$ cat config.mk
export PLATFORM = sky130hd
export DESIGN_NAME = rxp_rx_port
export DESIGN_NICKNAME = d
export VERILOG_FILES = /design/src/rtl/rxp_pkg.sv /design/src/rtl/rxp_stop_pipe.sv /design/src/rtl/rxp_stat_pend.sv /design/src/rtl/rxp_rx_port.sv
export SDC_FILE = /design/constraint.sdc
export NUM_CORES = 1
export LEC_CHECK = 0
export CAP_MARGIN = 20
export CORE_MARGIN = 2
export CORE_UTILIZATION = 44
export CTS_CLUSTER_DIAMETER = 60
export DETAILED_ROUTE_END_ITERATION = 8
export PLACE_DENSITY = 0.95
export SETUP_SLACK_MARGIN = 0.2
export SYNTH_ARGS = -nofsm -noshare
export SYNTH_HDL_FRONTEND = slang
export SYNTH_HIERARCHICAL = 1
export SYNTH_SLANG_ARGS = --single-unit
$ cat constraint.sdc
create_clock -name clk -period 5.42 [get_ports clk]
set_clock_uncertainty 0.15 [all_clocks]
set_input_delay 1.626 -clock clk [delete_from_list [all_inputs] [get_ports clk]]
set_output_delay 1.626 -clock clk [all_outputs]
set_load 0.02 [all_outputs]
$ cat src/rtl/rxp_pkg.sv
`timescale 1ns/1ps
package rxp_pkg;
  localparam int unsigned WORD_W   = 32;
  localparam logic [7:0]  STAT_TAG = 8'hEF;

  typedef enum logic {DIR_TX = 1'b0, DIR_RX = 1'b1} dir_e;

  // Status Dword: tag in [7:0], error class in [25:24], direction in [26]
  function automatic logic [WORD_W-1:0] stat_word(dir_e d, logic [1:0] e);
    logic [WORD_W-1:0] w;
    w        = '0;
    w[7:0]   = STAT_TAG;
    w[25:24] = e;
    w[26]    = d;
    return w;
  endfunction
endpackage

$ cat src/rtl/rxp_stop_pipe.sv
`timescale 1ns/1ps
// Delays the user ready so that the output register reacts STOP_LAT edges
// after ready is first sampled high.
module rxp_stop_pipe #(
  parameter int unsigned STOP_LAT = 4
) (
  input  logic clk,
  input  logic rst_n,
  input  logic usr_rdy_n,
  output logic go
);
  localparam int unsigned STG = (STOP_LAT > 1) ? STOP_LAT - 1 : 1;

  generate
    if (STOP_LAT < 2) begin : g_direct
      assign go = !usr_rdy_n;
    end else begin : g_piped
      logic [STG-1:0] sh_q, sh_d;

      always_comb begin
        sh_d[0] = usr_rdy_n;
        for (int i = 1; i < int'(STG); i++) sh_d[i] = sh_q[i-1];
      end

      always_ff @(posedge clk or negedge rst_n) begin
        if (!rst_n) sh_q <= '1;
        else        sh_q <= sh_d;
      end

      assign go = !sh_q[STG-1];
    end
  endgenerate
endmodule

$ cat src/rtl/rxp_stat_pend.sv
`timescale 1ns/1ps
// Pending status flags for both directions, with their error classes.
module rxp_stat_pend (
  input  logic       clk,
  input  logic       rst_n,
  input  logic       rx_set,
  input  logic [1:0] rx_err,
  input  logic       rx_take,
  input  logic       tx_set,
  input  logic [1:0] tx_err,
  input  logic       tx_take,
  output logic       rx_pend,
  output logic [1:0] rx_err_q,
  output logic       tx_pend,
  output logic [1:0] tx_err_q
);
  logic rx_pend_d, tx_pend_d;

  always_comb begin
    rx_pend_d = rx_set ? 1'b1 : (rx_take ? 1'b0 : rx_pend);
    tx_pend_d = tx_set ? 1'b1 : (tx_take ? 1'b0 : tx_pend);
  end

  always_ff @(posedge clk or negedge rst_n) begin
    if (!rst_n) begin
      rx_pend <= 1'b0;
      tx_pend <= 1'b0;
    end else begin
      rx_pend <= rx_pend_d;
      tx_pend <= tx_pend_d;
    end
  end

  always_ff @(posedge clk or negedge rst_n) begin
    if (!rst_n)      rx_err_q <= '0;
    else if (rx_set) rx_err_q <= rx_err;
  end

  always_ff @(posedge clk or negedge rst_n) begin
    if (!rst_n)      tx_err_q <= '0;
    else if (tx_set) tx_err_q <= tx_err;
  end
endmodule

$ cat src/rtl/rxp_rx_port.sv
`timescale 1ns/1ps
module rxp_rx_port
  import rxp_pkg::*;
#(
  parameter int unsigned STOP_LAT = 4
) (
  input  logic              clk,
  input  logic              rst_n,
  input  logic              usr_rdy_n,
  input  logic              usr_abort_n,
  output logic [WORD_W-1:0] rx_data,
  output logic              rx_sof_n,
  output logic              rx_eof_n,
  output logic              rx_vld_n,
  output logic              rx_src_abort_n,
  input  logic              fifo_valid,
  input  logic [WORD_W-1:0] fifo_data,
  input  logic              fifo_last,
  input  logic [1:0]        fifo_err,
  output logic              fifo_pop,
  output logic              fifo_flush,
  input  logic              lnk_sync_rcvd,
  output logic              lnk_sync_req,
  input  logic              tx_done,
  input  logic [1:0]        tx_err
);
  logic       go;
  logic       in_pkt_q, in_pkt_d;
  logic       rx_pend, tx_pend;
  logic [1:0] rx_err_q, tx_err_q;
  logic       usr_abort, lnk_abort, any_abort;
  logic       send_rx, send_tx, send_dat, tx_ok, load;
  logic       vld_n_d, sof_n_d, eof_n_d;
  logic [WORD_W-1:0] data_d;

  rxp_stop_pipe #(.STOP_LAT(STOP_LAT)) u_stop (
    .clk(clk), .rst_n(rst_n), .usr_rdy_n(usr_rdy_n), .go(go)
  );

  rxp_stat_pend u_stat (
    .clk(clk), .rst_n(rst_n),
    .rx_set(send_dat && fifo_last), .rx_err(fifo_err), .rx_take(send_rx),
    .tx_set(tx_done), .tx_err(tx_err), .tx_take(send_tx),
    .rx_pend(rx_pend), .rx_err_q(rx_err_q),
    .tx_pend(tx_pend), .tx_err_q(tx_err_q)
  );

  // Aborts only count while a packet is open
  always_comb begin
    usr_abort = !usr_abort_n && in_pkt_q;
    lnk_abort = lnk_sync_rcvd && in_pkt_q;
    any_abort = usr_abort || lnk_abort;
    tx_ok     = tx_pend && !in_pkt_q;
    send_rx   = !any_abort && go && rx_pend;
    send_tx   = !any_abort && go && !rx_pend && tx_ok;
    send_dat  = !any_abort && go && !rx_pend && !tx_ok && fifo_valid;
    load      = send_rx || send_tx || send_dat;
    fifo_pop   = send_dat;
    fifo_flush = any_abort;
  end

  always_comb begin
    in_pkt_d = in_pkt_q;
    if (any_abort)     in_pkt_d = 1'b0;
    else if (send_dat) in_pkt_d = !fifo_last;

    vld_n_d = !load;
    sof_n_d = 1'b1;
    eof_n_d = 1'b1;
    data_d  = fifo_data;
    if (send_rx) begin
      sof_n_d = 1'b0;
      eof_n_d = 1'b0;
      data_d  = stat_word(DIR_RX, rx_err_q);
    end else if (send_tx) begin
      sof_n_d = 1'b0;
      eof_n_d = 1'b0;
      data_d  = stat_word(DIR_TX, tx_err_q);
    end else if (send_dat) begin
      sof_n_d = in_pkt_q;
      eof_n_d = !fifo_last;
    end
  end

  always_ff @(posedge clk or negedge rst_n) begin
    if (!rst_n) begin
      in_pkt_q       <= 1'b0;
      rx_vld_n       <= 1'b1;
      rx_sof_n       <= 1'b1;
      rx_eof_n       <= 1'b1;
      rx_src_abort_n <= 1'b1;
      lnk_sync_req   <= 1'b0;
    end else begin
      in_pkt_q       <= in_pkt_d;
      rx_vld_n       <= vld_n_d;
      rx_sof_n       <= sof_n_d;
      rx_eof_n       <= eof_n_d;
      rx_src_abort_n <= !lnk_abort;
      lnk_sync_req   <= usr_abort;
    end
  end

  always_ff @(posedge clk or negedge rst_n) begin
    if (!rst_n)    rx_data <= '0;
    else if (load) rx_data <= data_d;
  end

  // ---------------- assertions ----------------
  localparam int unsigned CW = $clog2(STOP_LAT + 1) + 1;
  logic [CW-1:0] hi_cnt;

  always_ff @(posedge clk or negedge rst_n) begin
    if (!rst_n)                       hi_cnt <= '0;
    else if (!usr_rdy_n)              hi_cnt <= '0;
    else if (hi_cnt != CW'(STOP_LAT)) hi_cnt <= hi_cnt + 1'b1;
  end

  a_r2_marks_need_valid: assert property (@(posedge clk) disable iff (!rst_n)
    (!rx_sof_n || !rx_eof_n) |-> !rx_vld_n);

  a_r5_stop_latency: assert property (@(posedge clk) disable iff (!rst_n)
    (hi_cnt >= CW'(STOP_LAT)) |-> rx_vld_n);

  a_r6_pop_presented: assert property (@(posedge clk) disable iff (!rst_n)
    fifo_pop |=> !rx_vld_n);

  a_r8_sync_one_cycle: assert property (@(posedge clk) disable iff (!rst_n)
    lnk_sync_req |=> !lnk_sync_req);

  a_r8_sync_stops: assert property (@(posedge clk) disable iff (!rst_n)
    lnk_sync_req |-> rx_vld_n);

  a_r9_src_abort_one_cycle: assert property (@(posedge clk) disable iff (!rst_n)
    !rx_src_abort_n |=> rx_src_abort_n);

  a_r9_src_abort_stops: assert property (@(posedge clk) disable iff (!rst_n)
    !rx_src_abort_n |-> rx_vld_n);
endmodule

==> impl_metrics.yaml <==
clocking:
  cts_setup_buffers: 0
  clock_sinks: 47
  clockRootBuffer: "clkbuf_8"
  clkTransAtPathRegs_ns: 0.09
  insertion_delay_ns: 0.29
  cts_buffers: 5
  cts_tree: "built"
  ctsHoldBuffers: 0
  cts_resized: 0
  clock_path_buffers: 2
  htreeDepth: 2
outcome:
  status: "complete, no violations"
cells_and_area:
  drive_above_1_share_pct: 13.43
  fillCellCount: 298
  num_antenna_cells: 0
  areaGrowthSynthToFinish_pct: 51.61
  multi_input_area_um2: 548.0
  ff_latch_area_mm2: 0.001185
  nets: 259
setup_path:
  slowest_stage: "clkdlybuf4s50_1"
  reg2reg_from: "in_pkt_q"
  path_depth: 5
  reg2regPathDepth: 6
  path_cells: "clkdlybuf4s50_1 > nor2b_1 > o2111ai_2 > inv_2 > clkdlybuf4s50_1"
  cp_num_buf_inv: 3
  cp_data_required_time_ns: 3.64
  worstSetupPathType: "primary input to primary output"
  crit_path_end: "fifo_pop"
  arrival_ns: 3.31
  cp_common_cell: "clkdlybuf4s50_1"
  critPathMaxFanout: 3
  crit_path_end_kind: "primary output"
  crit_start: "usr_abort_n"
  crit_family: "buffers and inverters"
  startpoint_type: "primary input"
  r2r_slack_ns: 3.24
  reg2reg_to: "u_stat/rx_err_q[0]"
  crit_path_max_incr_delay_ns: 0.64
drt:
  viasPerCell: 5.267
  wl_um: 4095
  drtPass1Iterations: 4
  ant_nets: 0
  wl_per_cell_um: 15.39
  vias: 1401
  first_iter_violations: 50
  route.detailed.drc: 0
floorplan:
  core_mm2: 0.004000
  rows: 23
  die_area_mm2: 0.004686
  die_w_um: 68.46
  num_io_pins: 83
  die_h_um: 68.46
  initial_core_util_pct: 45.70
global_route:
  grt_use_total_pct: 18.42
  grt_pass1_vias: 1362
  antenna_found_initial: 0
  gr-total-overflow: 0
  grt_max_degree: 48
  grt_first_pass_wirelength_um: 6120
sta:
  period_share_pct: 93.76
  worst_slew_pin_slew_ns: 0.5632
  fin_tns_setup_ns: 0
  rsz0062_at_grt: "no"
  fmax_mhz: 196.8
  finalHoldViolCount: 0
  setup_violations: 0
  fin_crit_ns: 5.082
  relSlewSlack_pct: 62.45
  final_max_slew_viol_count: 0
synthesis:
  avgSynthCellArea_um2: 14.17
  ys_top_cells_by_count: "40 x dfrtp_1, 22 x a22o_1, 8 x inv_1"
  syn-num-nets: 173
  post-synth-top-count-cell: "dfrtp_1"
  syn_inst: 129
  yosys.area.top_type: "dfrtp_1"
  synth-seq-cells: 47
  seq_area_frac_synth_pct: 64.82
  yosys.area.top_type_share_pct: 54.76
  synthArstFlopShare_pct: 100.0
  synthTopCellsByArea: "dfrtp_1 55%, a22o_1 11%, dfstp_2 10%"
  synth_edf_count: 0
  synthesis.area_mm2: 0.001828
  synth_flop_cell: "dfrtp_1"
  yosys_warnings: 6
  synth.distinct_cells: 26
pwr:
  power_w: 0.001244
  p_per_area_mw_per_mm2: 448.7
  p_leak_nw: 1.172
  ir_drop_mv: 0.3014
placement:
  globalplace.congestion: 0.7664
  hpwl_um: 2898
  portBuffers: 82
job:
  cap_violations: 0
min_path:
  hp-class: "flip-flop to flip-flop"
[layer usage]
metal  up-vias  share of wire (%)  routed length [um]  track usage, %
met5         -                  0                   0               0
met4         0                1.1                  47           8.500
met3         4                 10                 425           7.895
met2        72                 46                1878           28.73
met1       677                 43                1744           21.97
li1        648                  -                   -               -
[metrics by stage]
step	hold WS, ns	setup WS (ns)	area, um^2	instances	utilization (%)
5_1_grt	0.2150	0.2635	2771	266	69.28
3_5_place_dp	0.1973	0.3783	2666	257	66.66
6_report	0.2094	0.3384	2771	266	69.28
2_1_floorplan	0.1952	1.204	1828	129	-
3_3_place_gp	0.1961	0.4166	2666	257	66.66
4_1_cts	0.2097	0.3628	2751	265	68.78
[registers in the layout (all words and copies together) (netlist names)]
| signal | cells |
|---|---|
| u_stat/tx_err_q | 2 |
| u_stat/rx_pend | 1 |
| u_stat/rx_err_q | 2 |
| u_stop/g_piped.sh_q | 3 |
| rx_sof_n | 1 |
| rx_vld_n | 1 |
| in_pkt_q | 1 |
| lnk_sync_req | 1 |
| rx_data | 32 |
| u_stat/tx_pend | 1 |
| rx_eof_n | 1 |
| rx_src_abort_n | 1 |
[final cells by class]
type,count,area share [%]
Timing Repair Buffer,85,30.70
Clock inverter,2,0.4515
Multi-Input combinational cell,66,19.77
Sequential cell,47,42.75
Inverter,10,1.445
Tap cell,50,2.257
Clock buffer,6,2.619
[layout by cell type, fill, tap and decap left out, drive strengths merged]
| cell | count |
|---|---|
| a221oi | 3 |
| o22a | 7 |
| mux2 | 4 |
| a21oi | 3 |
| o32a | 1 |
| o2111ai | 1 |
| clkdlybuf4s50 | 81 |
| a22o | 22 |
| nor2 | 4 |
| mux2i | 2 |
| a21o | 2 |
| buf | 4 |
| inv | 10 |
| and2 | 1 |
| dfstp | 7 |
| a31oi | 2 |
| clkinv | 1 |
| a211oi | 4 |
| nand2b | 5 |
| o21ai | 1 |
| nand2 | 2 |
| clkbuf | 6 |
| nor2b | 2 |
| clkinvlp | 1 |
| dfrtp | 40 |
[how the worst min path moves through the flow]
stage                           startpoint                endpoint  cells after the start
floorplan           u_stop/g_piped.sh_q[0]  u_stop/g_piped.sh_q[1]                      0
global placement    u_stop/g_piped.sh_q[1]  u_stop/g_piped.sh_q[2]                      0
detailed placement  u_stop/g_piped.sh_q[0]  u_stop/g_piped.sh_q[1]                      0
CTS                 u_stop/g_piped.sh_q[0]  u_stop/g_piped.sh_q[1]                      0
global route        u_stop/g_piped.sh_q[0]  u_stop/g_piped.sh_q[1]                      0
finish              u_stop/g_piped.sh_q[0]  u_stop/g_piped.sh_q[1]                      0
[logic make-up after synthesis]
| family | Yosys count | synth area share [%] |
|---|---|---|
| flip-flops | 47 | 64.82 |
| multiplexers | 6 | 3.559 |
| buffers and inverters | 16 | 5.202 |
| AND/OR/NAND/NOR | 14 | 4.380 |
| AO/OA/AOI/OAI | 46 | 22.04 |
[power breakdown]
group | switching (W) | internal, W | leakage [nW]
clock network | 0.000111 | 0.0000902 | 0.0412
registers | 0.0000668 | 0.000456 | 0.570
logic | 0.000254 | 0.000265 | 0.561
Note: power is estimated with default switching activity, not from simulation.
